**src/rtl/bitslip_pkg.sv**
```systemverilog
package bitslip_pkg;

  // Strobes sent from the slip control to the datapath
  typedef struct packed {
    logic clear;    // synchronous bitslip reset
    logic advance;  // one slip this cycle
    logic wrap;     // this slip wraps the counter to zero
  } slipStrobes_t;

endpackage

```
**src/rtl/bitslip_ctrl.sv**
```systemverilog
module bitslip_ctrl
  import bitslip_pkg::*;
#(
  parameter int ROLL_CNT = 8,
  localparam int CNT_W = $clog2(ROLL_CNT)
) (
  input  logic             clk,
  input  logic             slipRst,
  input  logic             slipReq,
  output slipStrobes_t     strobes,
  output logic [CNT_W-1:0] slipCount,
  output logic             rollover
);

  localparam logic [CNT_W-1:0] LAST = CNT_W'(ROLL_CNT - 1);

  logic reqQ;
  logic reqQd;
  logic rise;
  logic atLast;

  // Edge detection on the registered request level
  assign rise   = reqQ & ~reqQd;
  assign atLast = (slipCount == LAST);

  always_comb begin
    strobes.clear   = slipRst;
    strobes.advance = rise & ~slipRst;
    strobes.wrap    = rise & ~slipRst & atLast;
  end

  always_ff @(posedge clk) begin
    if (slipRst) begin
      reqQ      <= 1'b0;
      reqQd     <= 1'b0;
      slipCount <= '0;
      rollover  <= 1'b0;
    end else begin
      reqQ     <= slipReq;
      reqQd    <= reqQ;
      rollover <= strobes.wrap;
      if (strobes.advance) begin
        slipCount <= atLast ? '0 : slipCount + 1'b1;
      end
    end
  end

endmodule

```
**src/rtl/bitslip_datapath.sv**
```systemverilog
module bitslip_datapath
  import bitslip_pkg::*;
#(
  parameter int WORD_W = 8,
  localparam int OFF_W = $clog2(WORD_W),
  localparam int CAT_W = 2 * WORD_W
) (
  input  logic              clk,
  input  slipStrobes_t      strobes,
  input  logic [WORD_W-1:0] rawWord,
  output logic [WORD_W-1:0] dataOut
);

  localparam logic [OFF_W-1:0] OFF_LAST = OFF_W'(WORD_W - 1);

  logic [WORD_W-1:0] prevWord;
  logic [OFF_W-1:0]  offset;
  logic [CAT_W-1:0]  catWord;
  logic [WORD_W-1:0] cand [WORD_W];

  assign catWord = {prevWord, rawWord};

  // One candidate window per possible bit offset
  for (genvar i = 0; i < WORD_W; i++) begin : g_win
    assign cand[i] = catWord[CAT_W-1-i -: WORD_W];
  end

  // Offset tracks slip count modulo the word width
  always_ff @(posedge clk) begin
    if (strobes.clear || strobes.wrap) begin
      offset <= '0;
    end else if (strobes.advance) begin
      offset <= (offset == OFF_LAST) ? '0 : offset + 1'b1;
    end
  end

  always_ff @(posedge clk) begin
    if (strobes.clear) begin
      prevWord <= '0;
      dataOut  <= '0;
    end else begin
      prevWord <= rawWord;
      dataOut  <= cand[offset];
    end
  end

endmodule

```
**src/rtl/bitslip_shifter.sv**
```systemverilog
module bitslip_shifter
  import bitslip_pkg::*;
#(
  parameter int WORD_W   = 8,
  parameter int ROLL_CNT = 8,
  localparam int CNT_W   = $clog2(ROLL_CNT)
) (
  input  logic              clk,
  input  logic              slipRst,
  input  logic              slipReq,
  input  logic [WORD_W-1:0] rawWord,
  output logic [WORD_W-1:0] dataOut,
  output logic [CNT_W-1:0]  slipCount,
  output logic              rollover
);

  // the counter must be able to step through a whole word
  if (ROLL_CNT < WORD_W) begin : g_badRoll
    $error("ROLL_CNT must be at least WORD_W");
  end

  slipStrobes_t strobes;

  bitslip_ctrl #(.ROLL_CNT(ROLL_CNT)) u_ctrl (
    .clk      (clk),
    .slipRst  (slipRst),
    .slipReq  (slipReq),
    .strobes  (strobes),
    .slipCount(slipCount),
    .rollover (rollover)
  );

  bitslip_datapath #(.WORD_W(WORD_W)) u_data (
    .clk    (clk),
    .strobes(strobes),
    .rawWord(rawWord),
    .dataOut(dataOut)
  );

endmodule

```
**config.mk**
```make
export PLATFORM = sky130hd
export DESIGN_NAME = bitslip_shifter
export DESIGN_NICKNAME = d
export VERILOG_FILES = /design/src/rtl/bitslip_pkg.sv /design/src/rtl/bitslip_ctrl.sv /design/src/rtl/bitslip_datapath.sv /design/src/rtl/bitslip_shifter.sv
export SDC_FILE = /design/constraint.sdc
export NUM_CORES = 1
export LEC_CHECK = 0
export BUFFER_PORTS_ARGS = -buffer_cell sky130_fd_sc_hd__buf_2
export CORE_MARGIN = 1.5
export CORE_UTILIZATION = 47
export CTS_CLUSTER_DIAMETER = 80
export DETAILED_ROUTE_END_ITERATION = 10
export GPL_ROUTABILITY_DRIVEN = 0
export PLACE_DENSITY = 0.75
export RECOVER_POWER = 25
export SLEW_MARGIN = 0
export SYNTH_ARGS = -nofsm -noshare
export SYNTH_HDL_FRONTEND = slang
export SYNTH_SLANG_ARGS = --single-unit
```
**constraint.sdc**
```tcl
create_clock -name clk -period 1.4 [get_ports clk]
set_clock_uncertainty 0.15 [all_clocks]
set_input_delay 0.07 -clock clk [delete_from_list [all_inputs] [get_ports clk]]
set_output_delay 0.07 -clock clk [all_outputs]
set_load 0.01 [all_outputs]
```
**Word level (Yosys, flattened, before mapping)**

Cells that the tools add are included.

- Bitwise gates (word level): 6
- Muxes and demuxes: 5
- Equal/unequal tests: 2
- $lt $le $gt $ge: 1
- $add $sub $neg: 2
- Reductions and logical operators: 1

Operators with widths:

| cell | count |
|---|---|
| 8-bit binary-select mux with 3-bit select | 1 |
| 8-bit two-way mux | 2 |
| 3-bit by 1-bit adder with 3-bit output, second input constant | 2 |
| 3-bit equality test, second input constant | 2 |
| 3-bit two-way mux | 2 |
| 4-bit >= comparator, second input constant | 1 |
| 3-bit inverter with 4-bit output | 1 |
| 1-bit bitwise AND | 3 |
| 1-bit inverter | 2 |
| 1-bit logical OR | 1 |

- Register bits after elaboration: 25

**Longest topological paths before layout**

Gate-level depths: netlist of the first run.

- Depth in word-level cells: 5
- Depth in mapped cells: 4

**By module**

Synthesis of the first run repeated with hierarchy kept, for this count alone.

- Cell total of the unflattened synthesis: 105
- Area, all modules: 1,161.1 µm²

By module, submodules not included:

| module | sequential area each (µm²) | instances | area each (µm²) | cells an instance |
|---|---|---|---|---|
| bitslip_datapath | 380.4 | 1 | 910.9 | 83 |
| bitslip_ctrl | 120.1 | 1 | 250.2 | 22 |

**Worst setup path after synthesis of the first run**

No wires, ideal clock.

- Path kind: reg2reg
- Start: register u_ctrl.slipCount[0]
- End: register u_data.offset[0]
- Path slack: -149 ps
- Setup time: 71 ps
- Data required time: 1,179 ps
- Data arrival time: 1,328 ps
- Stages on the path, launching flop included: 5
- Path buffers: 0
- Cell sequence: dfxtp_1 > ha_1 > ha_1 > or4_1 > a21oi_1

- Word-level cells in the longest chain between the ends: 3

Ends and longest elaborated chain:

| element | line | RTL |
|---|---|---|
| from (decl) | bitslip_ctrl.sv:11 | `output logic [CNT_W-1:0] slipCount,` |
| from (signal assigned) | bitslip_ctrl.sv:43 | `slipCount <= atLast ? '0 : slipCount + 1'b1;` |
| 3-bit equality test | bitslip_ctrl.sv:24 | `assign atLast = (slipCount == LAST);` |
| 1-bit bitwise AND | bitslip_ctrl.sv:29 | `strobes.wrap = rise & ~slipRst & atLast;` |
| 1-bit logical OR | bitslip_datapath.sv:30 | `if (strobes.clear \|\| strobes.wrap) begin` |
| to (signal assigned) | bitslip_datapath.sv:33 | `offset <= (offset == OFF_LAST) ? '0 : offset + 1'b1;` |
| to (decl) | bitslip_datapath.sv:17 | `logic [OFF_W-1:0] offset;` |

Every way passes these cells.
A chain may end at the register's enable or synchronous reset.

**Worst setup path in the final report of the first run**

- Start: register u_data.offset[1]
- End: register u_data.offset[0]

- Word-level cells in the longest chain between the ends: 2

Ends and longest elaborated chain:

| element | line |
|---|---|
| 3-bit equality test | bitslip_datapath.sv:33 |
| 3-bit two-way mux | bitslip_datapath.sv:33 |

Every way passes these cells.

==> summary.txt, run 1 <==
Logic synthesis
  – Largest family of logic cells by synthesized area: simple AND/OR/NAND/NOR gates
  – Number of synthesis warnings: 0
  – Proportion of synthesized chip area in sequential cells: 45.87%
  – Dominant synthesized flop cell: sky130_fd_sc_hd__dfxtp_1
  – Multiplexer area fraction after synthesis: between 10% and 20%
  – Synth Area in XOR/XNOR: 0%
  – Mean instance size in the synthesized netlist: 10.20 sq um
  – Number of enable-type register cells in the synthesized netlist: 0
  – Cell count after synthesis: 107
  – Cell type with the largest total area after synthesis: sky130_fd_sc_hd__dfxtp_1
  – Synthesized Nets: ~120
  – Fraction of synthesized cell area taken by the top area cell type: around 46%
  – Count of different cell masters after synthesis: 25
  – Most numerous cell in the Yosys netlist: sky130_fd_sc_hd__dfxtp_1
  – Mapped cell area: 1091 sq um
  – Share of flip-flops with an asynchronous set or reset after synthesis: 0%
  – Commonest cells in the netlist: sky130_fd_sc_hd__dfxtp_1, sky130_fd_sc_hd__nor2b_1, sky130_fd_sc_hd__a21oi_1, sky130_fd_sc_hd__mux2_2, sky130_fd_sc_hd__nand2_1
  – Adder-Cell Fraction of Synth Area: 4.587%
  – Complex-gate fraction of the synthesized area: approximately 13%
  – Synthesis-stage register bit count: 25
  – Most area-consuming cells after synthesis: sky130_fd_sc_hd__dfxtp_1, sky130_fd_sc_hd__mux2_2, sky130_fd_sc_hd__nor2b_1
  – Synth Area in Simple Gates: about a fifth

Timing
  – Final Setup Violations: 4
  – Fin crit period: around 1.5 ns
  – Setup TNS: -0.2445 ns
  – Final number of hold-violating endpoints: 0
  – Max-Slew Margin vs Limit: 71.48%
  – Worst hold slack after final layout: 0.01711 ns
  – Tcrit/Tclk final: 108.2%
  – Setup repair after global routing missed its margin: yes
  – Top achievable clock speed: around 660 MHz
  – Actual slew at the worst max-slew pin: 0.4170 ns
  – Max Transition Viols Final: 0
  – Min setup slack post-route: -0.1145 ns

Worst setup path
  – Destination of the critical timing path: u_data.offset[0]
  – Critical path buffers and inverters: 0
  – Critical path peak fanout: 2
  – R2r endpoint: u_data.offset[0]
  – Crit path launch type: flip-flop
  – Reg-to-Reg Start: u_data.offset[1]
  – Total number of cells along the worst setup path: 4
  – Maximum cell stage delay along the critical path: 0.51 ns
  – Critical Path Slowest Stage Cell: sky130_fd_sc_hd__or4_1
  – Timing startpoint of the critical path: u_data.offset[1]
  – Path depth of the worst reg2reg path: 4
  – Family with the most delay on the worst path: simple AND/OR/NAND/NOR gates
  – Worst setup slack for register-to-register paths: -0.11 ns
  – Crit Path Class: flip-flop to flip-flop
  – Crit end category: flip-flop
  – Required time of the worst setup path: approximately 1.5 ns
  – Crit-path cells: ha_4, ha_4, or4_1, a21oi_1
  – Critical Path Most Common Cell: sky130_fd_sc_hd__ha_4
  – Crit path arrival time: around 1.6 ns

Floorplan
  – Initial Utilization: just under 50%
  – Width of the die: ~50 microns
  – Placement row count: 17
  – Number of top-level pins: 23
  – Die area: 2619 sq um
  – Vertical die dimension: 51.18 microns
  – Core box area: around 2200 sq um

Clock tree
  – Clk Tree Root Cell: sky130_fd_sc_hd__clkbuf_4
  – Largest buffer count on any clock path: 2
  – CTS tree: yes
  – Clock transition time at the flip-flop clock pins of the worst setup and hold paths: roughly 0.13 ns
  – Number of H-tree levels: 1
  – Clock latency at the later pin of the worst-skew pair: 0.31 ns
  – Number of clock sinks: 25
  – Number of CTS-inserted buffers: 3

Routing
  – Total vias in the final route: roughly 950
  – Vias per Instance: 5.454
  – DRT Wirelength: 2581 microns
  – Antenna Nets Post-Route: 0
  – First-pass iteration count of the detailed router: 4
  – Drt wl/cell: 14.83 microns
  – Count of unresolved DRC violations after routing: 0
  – Initial DRC Count: 26

Cells and area
  – Inserted Diodes: 0
  – Layout cell share with drive strength beyond 1: between 40% and 50%
  – Net count, final: about 160
  – Post-layout util: 70.36%
  – Post-synthesis to final-layout area growth: 42.66%

Global routing
  – Total global routing track utilization: a little under a fifth
  – Number of antenna violations at the first check in global routing: 0
  – Global-route congestion overflow total: 0
  – Via count of the first global-routing pass: around 840
  – Maximum number of pins on one net before global-route repair: 22
  – Global-route wire length before repair: roughly 3600 microns

Placement
  – HPWL after detailed placement: about 1600 microns
  – Count of input and output buffers: 22
  – Place WS: -0.1119 ns

Pwr
  – Static Leakage: between 0.6 and 0.7 nW
  – Peak ir drop on the vdd network: around 660 uV
  – Total power consumption of the routed design: 1.324 mW
  – Pwr/cell area: 850.4 nW/um^2

Run status
  – Failing checks: negative setup slack
  – Run status: complete, but fails checks

Run
  – Max-cap violation count: 0

Min path
  – Hold Path Class: primary input to flip-flop
-- cell usage in the layout (no fill, tap or decap), types with 4 or more instances in the layout --
| master | instances |
|---|---|
| sky130_fd_sc_hd__buf_2 | 20 |
| sky130_fd_sc_hd__dfxtp_1 | 20 |
| sky130_fd_sc_hd__nor2b_1 | 12 |
| sky130_fd_sc_hd__a21oi_1 | 10 |
| sky130_fd_sc_hd__dlygate4sd3_1 | 9 |
| sky130_fd_sc_hd__mux2_4 | 7 |
| sky130_fd_sc_hd__nand2_1 | 7 |
| sky130_fd_sc_hd__buf_4 | 6 |
| sky130_fd_sc_hd__ha_4 | 4 |
| sky130_fd_sc_hd__dfxtp_2 | 4 |
-- per-layer routing --
layer,wire length [microns],track usage (%),up-vias
li1,-,-,465
met1,1114,23.99,450
met2,1346,30.30,29
met3,91,3.509,5
met4,29,8.108,0
met5,0,0,-
-- area by class of cell --
cell class / instances / area (sq um)
inverter: 2 / 7.507
timing repair buffer: 40 / 281.5
fill: 163 / 655.6
clock inverter: 1 / 5.005
tap: 28 / 35.03
clock buffer: 3 / 22.52
sequential: 25 / 509.2
multi-input combinational: 75 / 695.7
-- registers in the layout, indices dropped and copies added (netlist names) --
register and flops:
u_ctrl.reqQ 1, u_ctrl.reqQd 1, u_ctrl.rollover 1, u_ctrl.slipCount 3, u_data.dataOut 8, u_data.offset 3
u_data.prevWord 8
-- where the power goes --
part           leakage (nW)  switching [mW]  internal (mW)
Combinational         0.397           0.119          0.124
Clock                0.0177           0.207          0.107
Sequential            0.209          0.0169          0.750
Total                 0.624           0.343          0.981
-- per-stage QoR --
stage	area, sq um	std cells
3_5_place_dp	1291	159
6_report	1556	174
4_1_cts	1423	172
3_3_place_gp	1291	159
5_1_grt	1556	174
2_1_floorplan	1122	107
-- how the worst min path moves through the flow --
stage	from	to	slack, ns	depth (start not counted)
6_report	slipRst	u_data.prevWord[3]	0.02	2
5_1_grt	slipRst	u_data.prevWord[5]	0.02	2
4_1_cts	slipRst	u_data.prevWord[4]	0.01	2
3_5_place_dp	slipReq	u_ctrl.reqQ	0.14	2
3_3_place_gp	slipReq	u_ctrl.reqQ	0.13	2
2_1_floorplan	slipRst	u_ctrl.reqQd	-0.0006	1
-- logic make-up (layout without fill, tap and decap cells) --
logic type | after synthesis | in the layout
DFF | 25 | 25
muxes | 14 | 14
AOI/OAI and AO/OA | 19 | 19
adders and majority gates | 4 | 4
and+or+nand+nor | 38 | 38
buffers and inverters | 7 | 46
-- what timing repair did --
item,CTS,global route
buffers inserted,0,2
setup endpoints to repair,10,10
hold buffers,9,0
hold endpoints to repair,9,0
pin swaps,0,4
resized for setup,5,26
Power figures use the tool's default switching activity.
==> run 2, diff against run 1 <==
--- a/config.mk
+++ b/config.mk
@@ -13,6 +13,7 @@
 export GPL_ROUTABILITY_DRIVEN = 0
 export PLACE_DENSITY = 0.75
 export RECOVER_POWER = 25
+export REMOVE_ABC_BUFFERS = 1
 export SLEW_MARGIN = 0
 export SYNTH_ARGS = -nofsm -noshare
 export SYNTH_HDL_FRONTEND = slang
==> summary.txt, run 2 (same netlist as run 1, synthesis figures left out) <==
Run status
  – Run status: complete, but fails checks
  – Failing checks: negative setup slack

Routing
  – Met2 wire length: 1236 microns (-8.2%)
  – Met3 wirelength from detailed routing: 87 microns (-4.4%)
  – Highest metal used: met4
  – First-pass iteration count of the detailed router: 4 (unchanged)
  – Total vias in the final route: 908 (-4.3%)
  – Count of unresolved DRC violations after routing: 0 (unchanged)
  – DRT Wirelength: 2421 microns (-6.2%)
  – Drt wl/cell: 13.91 microns (-6.2%)
  – Antenna Nets Post-Route: 0 (unchanged)
  – Initial DRC Count: 9 (-65%)
  – Vias per Instance: 5.218 (-4.3%)
  – WL met1: 1061 microns (-4.8%)

Clock tree
  – Clock latency at the later pin of the worst-skew pair: 0.31 ns (about the same)
  – Clk Tree Root Cell: sky130_fd_sc_hd__clkbuf_4
  – Largest buffer count on any clock path: 2 (unchanged)
  – Clock transition time at the flip-flop clock pins of the worst setup and hold paths: 0.13 ns (about the same)
  – Number of clock sinks: 25 (unchanged)
  – CTS tree: yes
  – Number of CTS-inserted buffers: 3 (unchanged)
  – Number of H-tree levels: 1 (unchanged)

Cells and area
  – Post-synthesis to final-layout area growth: 38.65%
  – Layout cell share with drive strength beyond 1: 41.78% (-3.4 points)
  – Sequential Area: 509.2 sq um (unchanged)
  – Fillers: 196 (+20%)
  – Largest regs: u_data.dataOut x8, u_data.prevWord x8
  – Area of the multi-input gates: 665.6 sq um (-4.3%)
  – Post-route non-filler standard cell count: 174 (unchanged)
  – Top library cells by usage in the layout, fill and taps aside: sky130_fd_sc_hd__buf_2, sky130_fd_sc_hd__dfxtp_1, sky130_fd_sc_hd__nor2b_1, sky130_fd_sc_hd__a21oi_1, sky130_fd_sc_hd__dlygate4sd3_1
  – Inserted Diodes: 0 (unchanged)
  – Net count, final: 162 (unchanged)
  – Final instance area: 1513 sq um (-2.8%)

Timing
  – Actual slew at the worst max-slew pin: 0.4182 ns (+0.001179 ns)
  – Max-Slew Margin vs Limit: 72.12% (+0.64 points)
  – Min setup slack post-route: -0.1268 ns (-0.01234 ns)
  – Tcrit/Tclk final: 109.1% (+0.88 points)
  – Final number of hold-violating endpoints: 0 (unchanged)
  – Final Setup Violations: 6 (+2)
  – Max Transition Viols Final: 0 (unchanged)
  – Fin crit period: 1.527 ns (+0.01234 ns)
  – Setup repair after global routing missed its margin: yes
  – Top achievable clock speed: 654.9 MHz (-0.81%)
  – Setup TNS: -0.3647 ns (-0.1201 ns)
  – Worst hold slack after final layout: 0.01341 ns (-0.003702 ns)

Worst setup path
  – Crit-path cells: ha_4, ha_4, or4_4, a21oi_2
  – Family with the most delay on the worst path: simple AND/OR/NAND/NOR gates
  – Crit end category: flip-flop
  – Maximum cell stage delay along the critical path: 0.51 ns (about the same)
  – Critical Path Slowest Stage Cell: sky130_fd_sc_hd__or4_4
  – Critical path peak fanout: 2 (unchanged)
  – Required time of the worst setup path: 1.50 ns (about the same)
  – Crit Path Class: flip-flop to flip-flop
  – Crit path launch type: flip-flop
  – Critical path buffers and inverters: 0 (unchanged)
  – Crit path arrival time: 1.62 ns (about the same)
  – Critical Path Most Common Cell: sky130_fd_sc_hd__ha_4

Pwr
  – Pwr/cell area: 863.7 nW/um^2 (+1.6%)
  – Portion of total power attributed to the clock network: 23.8% (about the same)
  – Net Sw Power: 326.7 uW (-4.8%)
  – Static Leakage: 0.6133 nW (-1.7%)
  – Proportion of power drawn by combinational gates: 17.4% (-0.9 points)
  – Peak ir drop on the vdd network: 630.0 uV (-4.3%)
  – Share of total power in sequential cells: 58.8% (+0.9 points)
  – Int Pwr: 979.8 uW (about the same)
  – Net switching fraction of the power: 25.00% (-0.92 points)

Placement
  – Placement-stage cell area: 1267 sq um (-1.8%)
  – Cell total after placement: 160 (+0.63%)
  – HPWL after detailed placement: 1634 microns (+4.0%)
  – Count of input and output buffers: 22 (unchanged)

Floorplan
  – Width of the die: 51.18 microns (unchanged)
  – Die area: 2619 sq um (unchanged)
  – Vertical die dimension: 51.18 microns (unchanged)
  – Number of top-level pins: 23 (unchanged)
  – Initial Utilization: 49.32% (unchanged)
  – Core box area: 2212 sq um (unchanged)
  – Placement row count: 17 (unchanged)

Global routing
  – Total global routing track utilization: 19.90% (+1.3 points)
  – Global-route congestion overflow total: 0 (unchanged)
  – Via count of the first global-routing pass: 891 (+6.7%)
  – Maximum number of pins on one net before global-route repair: 22 (unchanged)
  – Global-route wire length before repair: 3905 microns (+9.3%)
  – Number of antenna violations at the first check in global routing: 0 (unchanged)

Run
  – Max-cap violation count: 0 (unchanged)

Min path
  – Hold Path Class: primary input to flip-flop
## run 2: changes by cell type in the layout (fill, tap and decap cells not counted), sizes merged
cell,delta
clkbuf,+1
clkinv,-1
## run 2: cell type report
cell class                      count  area share, %
Multi-Input combinational cell     75          44.00
Tap cell                           28          2.316
Inverter                            2         0.4963
Timing Repair Buffer               40          17.78
Sequential cell                    25          33.66
Clock buffer                        4          1.737
## run 2: path summary, 6_finish.rpt
| kind | from | cells after the start | slack, ns | endpoint |
|---|---|---|---|---|
| min reg2reg | u_ctrl.reqQ | 1 | 0.36 | u_ctrl.reqQd |
| max reg2reg | u_data.offset[0] | 4 | -0.13 | u_data.offset[0] |
| min | slipRst | 2 | 0.01 | u_data.prevWord[0] |
| max | u_data.offset[0] | 4 | -0.13 | u_data.offset[0] |
## run 2: routing by layer
metal  track usage [%]  vias up
li1                  -      464
met5                 0        -
met4             8.108        0
met3             3.509        4
met2             35.93       20
met1             22.94      420
## run 2: per-stage QoR
| stage | util [%] | power (mW) | worst slack [ns] |
|---|---|---|---|
| CTS | 66.01 | 1.298 | -0.1086 |
| global route | 68.38 | 1.370 | -0.1690 |
| detailed placement | 57.30 | 0.9663 | -0.3128 |
| global placement | 57.30 | 0.9589 | -0.2465 |
| floorplan | - | 0.8838 | -0.2286 |
| finish | 68.38 | 1.307 | -0.1268 |
## run 2: worst reg2reg max path, delay by kind of cell (launching register included)
family / cells / cell delay [ns]
AO/OA/AOI/OAI: 1 / 0.15
flip-flops: 1 / 0.36
AND/OR/NAND/NOR: 1 / 0.51
adder cells (fa/ha/maj): 2 / 0.31
## run 2: power groups by stage
stage	clock network, mW	registers (mW)	logic, mW
2_1_floorplan	0	0.797	0.0866
5_1_grt	0.346	0.772	0.251
3_3_place_gp	0	0.779	0.179
6_report	0.312	0.768	0.227
3_5_place_dp	0	0.781	0.185
4_1_cts	0.317	0.766	0.214
## run 2: what timing repair did
action	in CTS	in global routing
setup endpoints to repair	11	11
gates resized for setup	16	14
buffers inserted	2	0
hold buffers	9	0
pin swaps	5	4
endpoints found under the hold margin	9	0
==> run 3, diff against run 2 <==
--- a/config.mk
+++ b/config.mk
@@ -5,9 +5,10 @@
 export SDC_FILE = /design/constraint.sdc
 export NUM_CORES = 1
 export LEC_CHECK = 0
+export ABC_AREA = 1
 export BUFFER_PORTS_ARGS = -buffer_cell sky130_fd_sc_hd__buf_2
 export CORE_MARGIN = 1.5
-export CORE_UTILIZATION = 47
+export CORE_UTILIZATION = 48
 export CTS_CLUSTER_DIAMETER = 80
 export DETAILED_ROUTE_END_ITERATION = 10
 export GPL_ROUTABILITY_DRIVEN = 0
==> summary.txt, run 3 <==
Min path
  – Hold Path Class: primary input to flip-flop

Placement
  – HPWL after detailed placement: 1965 microns (+20%)
  – Count of input and output buffers: 22 (unchanged)
  – Cell total after placement: 215 (+34%)

Clock tree
  – Number of H-tree levels: 1 (unchanged)
  – Largest buffer count on any clock path: 2 (unchanged)
  – Number of CTS-inserted buffers: 3 (unchanged)
  – Clock transition time at the flip-flop clock pins of the worst setup and hold paths: 0.14 ns (about the same)
  – Number of clock sinks: 25 (unchanged)
  – Number of setup buffers added after CTS: 0 (-2)
  – CTS tree: yes
  – Clock latency at the later pin of the worst-skew pair: 0.31 ns (about the same)
  – Clk Tree Root Cell: sky130_fd_sc_hd__clkbuf_4

Logic synthesis
  – Commonest cells in the netlist: sky130_fd_sc_hd__nand2_1, sky130_fd_sc_hd__nand3_1, sky130_fd_sc_hd__dfxtp_1, sky130_fd_sc_hd__nor2_1, sky130_fd_sc_hd__inv_1
  – Dominant synthesized flop cell: sky130_fd_sc_hd__dfxtp_1
  – Count of different cell masters after synthesis: 18 (-28%)
  – Cell type with the largest total area after synthesis: sky130_fd_sc_hd__dfxtp_1
  – Share of flip-flops with an asynchronous set or reset after synthesis: 0% (unchanged)
  – Mean instance size in the synthesized netlist: 7.073 sq um (-31%)
  – Mapped cell area: 1202 sq um (+10%)
  – Proportion of synthesized chip area in sequential cells: 41.62% (-4.2 points)
  – Synthesis-stage register bit count: 25 (unchanged)
  – Number of enable-type register cells in the synthesized netlist: 0 (unchanged)
  – Number of synthesis warnings: 0 (unchanged)
  – Fraction of synthesized cell area taken by the top area cell type: 41.62% (-4.2 points)
  – Cell count after synthesis: 170 (+59%)
  – Most area-consuming cells after synthesis: sky130_fd_sc_hd__dfxtp_1, sky130_fd_sc_hd__nand2_1, sky130_fd_sc_hd__nand3_1
  – Most numerous cell in the Yosys netlist: sky130_fd_sc_hd__nand2_1

Timing
  – Final number of hold-violating endpoints: 0 (unchanged)
  – Max-Slew Margin vs Limit: 72.60% (+0.48 points)
  – Actual slew at the worst max-slew pin: 0.4110 ns (-0.007269 ns)
  – Fin crit period: 1.335 ns (-0.1919 ns)
  – Max Transition Viols Final: 0 (unchanged)
  – Tcrit/Tclk final: 95.35% (-14 points)
  – Top achievable clock speed: 749.1 MHz (+14%)
  – Final Setup Violations: 0 (-6)
  – Setup repair after global routing missed its margin: yes

Worst setup path
  – Critical Path Most Common Cell: sky130_fd_sc_hd__dlygate4sd3_1
  – Crit Path Class: primary input to flip-flop
  – Critical path buffers and inverters: 4 (+4)
  – Crit path arrival time: 1.40 ns (-0.22 ns)
  – Crit end category: flip-flop
  – Required time of the worst setup path: 1.46 ns (-0.04 ns)
  – Critical Path Slowest Stage Cell: sky130_fd_sc_hd__dlygate4sd3_1
  – Maximum cell stage delay along the critical path: 0.55 ns (+0.04 ns)
  – Crit-path cells: dlygate4sd3_1, buf_2, inv_1, nor2_1, dlygate4sd3_1
  – Crit path launch type: primary input
  – Family with the most delay on the worst path: buffers and inverters
  – Critical path peak fanout: 3 (+1)

Floorplan
  – Number of top-level pins: 23 (unchanged)
  – Initial Utilization: 52.34% (+3.0 points)
  – Core box area: 2297 sq um (+3.8%)
  – Width of the die: 53.05 microns (+3.7%)
  – Die area: 2814 sq um (+7.4%)
  – Placement row count: 17 (unchanged)
  – Vertical die dimension: 53.05 microns (+3.7%)

Routing
  – Initial DRC Count: 44 (+35)
  – Antenna Nets Post-Route: 0 (unchanged)
  – Total vias in the final route: 1,204 (+33%)
  – First-pass iteration count of the detailed router: 4 (unchanged)
  – DRT Wirelength: 2667 microns (+10%)
  – Count of unresolved DRC violations after routing: 0 (unchanged)
  – Drt wl/cell: 11.55 microns (-17%)
  – Vias per Instance: 5.212 (-0.12%)

Pwr
  – Peak ir drop on the vdd network: 692.4 uV (+9.9%)
  – Total power consumption of the routed design: 1.269 mW (-2.9%)
  – Pwr/cell area: 864.0 nW/um^2 (about the same)
  – Static Leakage: 0.7306 nW (+19%)

Cells and area
  – Inserted Diodes: 0 (unchanged)
  – Post-route non-filler standard cell count: 231 (+33%)
  – Most common cell after layout, fill and taps aside: sky130_fd_sc_hd__nand2_1
  – Net count, final: 219 (+35%)
  – Post-layout util: 63.94% (-4.4 points)
  – Layout cell share with drive strength beyond 1: 16.75% (-25 points)
  – Top library cells by usage in the layout, fill and taps aside: sky130_fd_sc_hd__nand2_1, sky130_fd_sc_hd__nand3_1, sky130_fd_sc_hd__dfxtp_1, sky130_fd_sc_hd__buf_2, sky130_fd_sc_hd__nor2_1
  – Largest regs: u_data.dataOut x8, u_data.prevWord x8
  – Post-synthesis to final-layout area growth: 22.16%

Run
  – Max-cap violation count: 0 (unchanged)

Run status
  – Run status: completed

Global routing
  – Maximum number of pins on one net before global-route repair: 19 (-14%)
  – Global-route wire length before repair: 4643 microns (+19%)
  – Number of antenna violations at the first check in global routing: 0 (unchanged)
  – Global-route congestion overflow total: 0 (unchanged)
  – Total global routing track utilization: 22.48% (+2.6 points)
  – Via count of the first global-routing pass: 1,116 (+25%)
## run 3: metrics by stage
stage | instance area (sq um) | hold slack (ns) | TNS [ns] | worst slack [ns]
floorplan | 1142 | -0.01093 | -0.01485 | -0.01485
global placement | 1323 | 0.1183 | 0 | 0.1569
detailed placement | 1323 | 0.1260 | 0 | 0.1028
CTS | 1460 | 0.0002781 | 0 | 0.07358
global route | 1469 | 0.01926 | -0.006972 | -0.006972
finish | 1469 | 0.01224 | 0 | 0.06507
## run 3: path summary, 6_finish.rpt
check	from	to	slack, ns	cells after the start
setup reg to reg	u_ctrl.slipCount[0]	u_data.offset[0]	0.11	5
hold / removal	slipRst	u_ctrl.reqQ	0.01	2
setup / recovery	rawWord[7]	u_data.prevWord[7]	0.07	5
hold reg to reg	u_ctrl.slipCount[2]	u_ctrl.slipCount[2]	0.36	2
## run 3: cell families (layout without fill, tap and decap cells)
| kind of cell | Yosys count | count (layout) | share of synthesized area [%] |
|---|---|---|---|
| adders and majority gates | 4 | 4 | 4.162 |
| DFF | 25 | 25 | 41.62 |
| AOI/OAI and AO/OA | 12 | 12 | 5.307 |
| and+or+nand+nor | 104 | 104 | 38.40 |
| buffers and inverters | 25 | 58 | 10.51 |
## run 3: per-layer routing
metal | vias up | wire length, microns | global-route usage (%)
met1 | 543 | 1117 | 26.74
met2 | 47 | 1311 | 38.96
met3 | 8 | 171 | 3.672
met4 | 0 | 67 | 10.68
li1 | 606 | - | -
met5 | - | 0 | 0
## run 3: layout make-up
type	instances	area, sq um
repair buffers	36	250.2
well taps	28	35.03
clock inverters	1	5.005
fillers	223	828.3
repair inverters	1	7.507
multi-input cells	120	575.6
flip-flops and latches	25	503.0
inverters	17	70.07
clock buffers	3	22.52
## run 3: power by group
group / switching [mW] / leakage (nW) / internal [mW]
clock network: 0.214 / 0.0177 / 0.107
registers: 0.0153 / 0.207 / 0.743
logic: 0.108 / 0.506 / 0.0826
## run 3: repair_timing
action | CTS | global route
setup endpoints to repair | 0 | 4
endpoints found under the hold margin | 9 | 0
resized for setup | 0 | 4
hold buffers | 11 | 0
